<file path="config.mk">
export PLATFORM = sky130hd
export DESIGN_NAME = mem_delay_line
export DESIGN_NICKNAME = d
export VERILOG_FILES = /design/src/rtl/mem_delay_line.sv
export SDC_FILE = /design/constraint.sdc
export NUM_CORES = 1
export LEC_CHECK = 0
export ABC_CLOCK_PERIOD_IN_PS = 1500
export BUFFER_PORTS_ARGS = -buffer_cell sky130_fd_sc_hd__buf_4
export CAP_MARGIN = 10
export CORE_UTILIZATION = 55
export DETAILED_ROUTE_END_ITERATION = 16
export GPL_TIMING_DRIVEN = 0
export HOLD_SLACK_MARGIN = 0.15
export PLACE_DENSITY_LB_ADDON = 0.12
export SLEW_MARGIN = 0
export SYNTH_ARGS = -nofsm -noshare
export SYNTH_HDL_FRONTEND = slang
export SYNTH_SLANG_ARGS = --single-unit
</file>
<file path="constraint.sdc">
create_clock -name clk -period 1.5 [get_ports clk]
set_input_delay 0.075 -clock clk [delete_from_list [all_inputs] [get_ports clk]]
set_output_delay 0.075 -clock clk [all_outputs]
set_load 0.02 [all_outputs]
</file>
<file path="src/rtl/mem_delay_line.sv">
module mem_delay_line #(
  parameter int WIDTH = 8,
  parameter int DEPTH = 16
) (
  input  logic             clk,
  input  logic             rst,
  input  logic [WIDTH-1:0] din,
  output logic [WIDTH-1:0] dout,
  output logic             dout_valid
);
  localparam int AW = (DEPTH > 2) ? $clog2(DEPTH) : 1;
  localparam logic [AW-1:0] TOP = AW'(DEPTH - 1);

  logic [WIDTH-1:0] store [DEPTH];
  logic [AW-1:0]    wa, ra;
  logic [WIDTH-1:0] rdata;
  logic             vld;

  initial assert (DEPTH == (1 << AW)) else $error("DEPTH must be a power of two");

  always_ff @(posedge clk)
    if (!rst) store[wa] <= din;

  always_ff @(posedge clk) begin
    if (rst) begin
      ra    <= '0;
      wa    <= TOP;
      rdata <= '0;
      vld   <= 1'b0;
    end else begin
      ra    <= ra + 1'b1;
      wa    <= wa + 1'b1;
      rdata <= store[ra];
      if (ra == TOP) vld <= 1'b1;
    end
  end

  assign dout       = rdata;
  assign dout_valid = vld;

  // pointers hold a one-entry gap and never meet
  a_r5_no_collision: assert property (@(posedge clk) disable iff (rst)
    ra != wa);
  a_r3_gap: assert property (@(posedge clk) disable iff (rst)
    ra == AW'(wa + 1'b1));
  a_r3_rd_step: assert property (@(posedge clk) disable iff (rst)
    !rst |=> ra == AW'($past(ra) + 1'b1));
  // valid is sticky and rises only when the read pointer leaves the top entry
  a_r4_valid_sticky: assert property (@(posedge clk) disable iff (rst)
    dout_valid |=> dout_valid);
  a_r4_valid_rise: assert property (@(posedge clk) disable iff (rst)
    $rose(dout_valid) |-> $past(ra) == TOP);
  // reset clears the flag
  a_r1_reset: assert property (@(posedge clk)
    rst |=> !dout_valid && dout == '0);
endmodule

</file>
==> Word-level counts from Yosys, hierarchy flattened <==
Memories as Yosys holds them, arrays and structs flattened. A register that Yosys moved wholly into a read port is not among the register bits.
Cells that the tools add are included.
{ "totals": {"ff_bits": 9, "mem_bits_rw": 128, "input_bits": 10, "output_inout_bits": 9, "word_cells": 8, "mem_count": 1} }
{ "classes": {"n_addsub": 2, "n_eq_ne": 1, "n_mux": 1} }
{ "memory_table": {"columns": ["memory", "depth", "word_bits", "read_ports", "rd_clocked_by_memory_dff", "wr", "line_no", "rtl"], "rows": [
  ["store", 16, 8, 1, 1, 1, "14", "logic [WIDTH-1:0] store [DEPTH];"]
]} }
{ "ops": {"columns": ["op", "count"], "rows": [
  ["adder 4 x 1 -> 4 bit (second input constant)", 2],
  ["== test 4 bit (second input constant)", 1],
  ["2-to-1 mux 1 bit", 1]
]} }

==> Depth between registers and ports, before layout <==
{ "logic_depth": {"ltp_word": 1, "depth_mapped": 7, "depth_no_buf": 4} }

==> Worst setup path after synthesis <==
Ideal clock, no wire load.
{ "synth_timing": {"path_kind": "flip-flop to flip-flop", "start": "reg ra[0]", "end": "reg rdata[0], in the netlist dout[0] (read register of store)", "setup_ps": 124, "arrival_time_ps": 1281, "t_required_ps": 1376, "slack_ps": 96, "stages_incl_launch_ff": 6, "n_path_buf": 2, "period_less_slack_ps": 1404, "cell_sequence": "dfxtp_1 -> buf_6 -> buf_12 -> mux4_2 -> mux2i_1 -> o21ai_1"} }
{ "synth_rtl": {"columns": ["element", "line_no", "rtl"], "rows": [
  ["start: declaration", "15", "logic [AW-1:0] wa, ra;"],
  ["start signal: assignment", "31", "ra <= ra + 1'b1;"],
  ["end: declaration", "16", "logic [WIDTH-1:0] rdata;"]
]} }

==> flow_summary.yaml <==
worst_setup_path:
  start_kind: "flip-flop"
  worst_ep_required_time_ns: 1.89
  crit_type: "reg -> reg"
  path_max_fanout: 6
  cp-end-kind: "flip-flop"
  slowest_delay_ns: 0.65
  cp.arrival_ns: 1.95
  crit_chain: "buf_12 -> mux4_1 -> mux2i_1 -> o21ai_1"
  slowest_stage: "mux4_1"
synthesis:
  ys_ff_latch: 145
  ys.warnings.count: 0
  synth_edf_count: 128
  synthArstFlopShare_pct: 0
  ys_types: 32
  syn_inst: 282
  netlist_area_mm2: 0.00563
  syn_avg_cell_area_um2: 20.0
  seq_area_frac_synth_pct: 74.3
  ys.flop_type: "edfxtp_1"
  synth_nets: 297
global_routing:
  first_global_vias: 2709
  grt_usage_pct: 23.3
  grt_start_max_net_pins: 17
  grt_overflow: 0
  grt_first_pass_wirelength_um: 16400
  antenna_found_initial: 0
sta:
  tightest_slew_ns: 0.426
  rsz0062_at_grt: "true"
  timing.slew.headroom_pct: 71.6
  final_max_slew_viol_count: 0
  fmax_mhz: 639
  fin_worst_skew_ns: 0.0126
  fin_ws_ns: -0.0660
  period_share_pct: 104
  finalWorstPathRequiredPeriod_ns: 1.57
  hold_violations: 0
  setup_viol_count_final: 7
cells_and_area:
  layout_commonest_cell: "edfxtp_1"
  drive_above_1_share_pct: 38.1
  final_util_pct: 69.4
  fin_nets: 351
  areaGrowthSynthToFinish_pct: 21.6
  mostFrequentLayoutCells: "edfxtp_1, buf_4, mux2i_1, mux4_2, clkbuf_16"
  num_antenna_cells: 0
  fin_cells: 482
placed_design:
  dp_hpwl_um: 6420
  port_buffers: 18
  gp_congestion: 0.776
  dp_cells: 433
floorplan:
  rows: 36
  dieWidth_um: 103
  core_area_mm2: 0.00986
  die_height_um: 103
  start_util_pct: 57.1
  design.die.area_mm2: 0.0106
  boundaryPins: 19
detailed_routing:
  vias_per_cell: 5.73
  drt_iter0_drc: 183
  drcViolationCount: 0
  dr.pass1.iters: 4
  post_drt_wl_per_cell_um: 22.8
  drt_wl_total_um: 11000
  num_vias: 2763
  ant_nets: 0
clock_network:
  cts_tree: "built"
  clkTransAtPathRegs_ns: 0.06
  cts_buffers: 17
  clockRootBuffer: "clkbuf_8"
  cts_sinks: 145
  clk_path_buf_depth: 2
  htree_num_levels: 4
  insertion_delay_ns: 0.52
run_status:
  failed_checks: "setup timing"
  status: "finished, violations left"
worst_hold_path:
  hold_path_class: "in -> reg"
job:
  drv_cap: 0
power_and_ir_drop:
  p_per_area_mw_per_mm2: 1370
  p_leak_nw: 2.33
  vdd_ir_drop_max_mv: 0.697
  fin_total_pwr_mw: 9.40
==> cell families (layout without fill, tap and decap cells) <==
logic type / Yosys count / after routing / synth area share (%)
AOI/OAI and AO/OA: 26 / 26 / 3.84
xor gates and xnor gates: 4 / 4 / 0.622
buffers and inverters: 17 / 84 / 2.29
and+or+nand+nor: 37 / 37 / 3.78
DFF: 145 / 145 / 74.3
adders and majority gates: 5 / 5 / 1.11
muxes: 48 / 48 / 14.1
==> power by group <==
group	internal (mW)	switching, mW	total, mW
combinational	0.404	0.449	0.853
clock	2.41	1.54	3.94
sequential	4.54	0.0607	4.60
total	7.35	2.05	9.40
==> per-stage QoR <==
step | setup WS, ns | cell area [um^2] | hold slack (ns) | TNS [ns]
2_1_floorplan | 0.0958 | 5630 | 0.174 | 0
5_1_grt | -0.0961 | 6850 | 0.433 | -0.606
4_1_cts | -0.0917 | 6820 | 0.414 | -0.335
3_5_place_dp | -0.238 | 5930 | 0.423 | -8.43
3_3_place_gp | -0.242 | 5930 | 0.406 | -6.68
6_report | -0.0660 | 6850 | 0.431 | -0.305
==> worst max-delay path: cells and delay by family, from the launching register on <==
| kind | cells | cell delay (ns) |
|---|---|---|
| mux | 2 | 0.85 |
| flops | 1 | 0.37 |
| buf+inv | 1 | 0.14 |
| compound gates | 1 | 0.08 |
==> registers in the layout, summed over array words and instances (netlist names) <==
name and flops:
dout 8, dout_valid 1, wa 4, ra 4
store 128
==> final timing paths <==
kind	from	to	slack, ns	depth (start not counted)
min reg2reg	wa[0]	wa[0]	0.46	1
min	din[2]	store[6][2]	0.43	2
max reg2reg	ra[0]	dout[4]	-0.07	4
max	ra[0]	dout[4]	-0.07	4
==> cell usage after synthesis (2+ instances only) <==
| library cell | count | area, um^2 |
|---|---|---|
| and2_1 | 9 | 56.3 |
| edfxtp_1 | 128 | 3840 |
| or2_2 | 2 | 12.5 |
| nor2_1 | 7 | 26.3 |
| nor2b_1 | 2 | 12.5 |
| dfxtp_1 | 17 | 340 |
| inv_1 | 2 | 7.51 |
| a221oi_2 | 8 | 120 |
| clkbuf_1 | 3 | 11.3 |
| mux4_2 | 17 | 383 |
| and3_1 | 8 | 50.1 |
| xor2_1 | 2 | 17.5 |
| buf_4 | 2 | 15.0 |
| nand2b_1 | 4 | 25.0 |
| mux2i_1 | 24 | 240 |
| ha_1 | 5 | 62.6 |
| mux4_1 | 6 | 158 |
| o21ai_1 | 16 | 80.1 |
| buf_2 | 2 | 10.0 |
| xnor2_1 | 2 | 17.5 |
| buf_6 | 5 | 56.3 |
==> layer usage <==
metal	global-route usage (%)	part of all wire [%]
met5	0	0
met4	8.99	1.9
met3	6.79	6.1
met2	34.0	47
met1	33.6	45
==> repair_timing <==
action	4_1_cts	5_1_grt
setup buffers	6	2
hold buffers	9	0
endpoints found under the hold margin	136	0
gates cloned	3	0
gates resized for setup	46	11
setup endpoints to repair	96	112
pin swaps	4	6
==> layout make-up <==
| class | instances | area, um^2 |
|---|---|---|
| clock buffer | 24 | 524 |
| fill | 615 | 3010 |
| buffer | 12 | 153 |
| tap | 133 | 166 |
| clock inverter | 8 | 45.0 |
| sequential | 145 | 4190 |
| inverter | 2 | 7.51 |
| multi-input combinational | 120 | 1390 |
| timing repair buffer | 38 | 374 |
(Power assumes the default switching activity.)
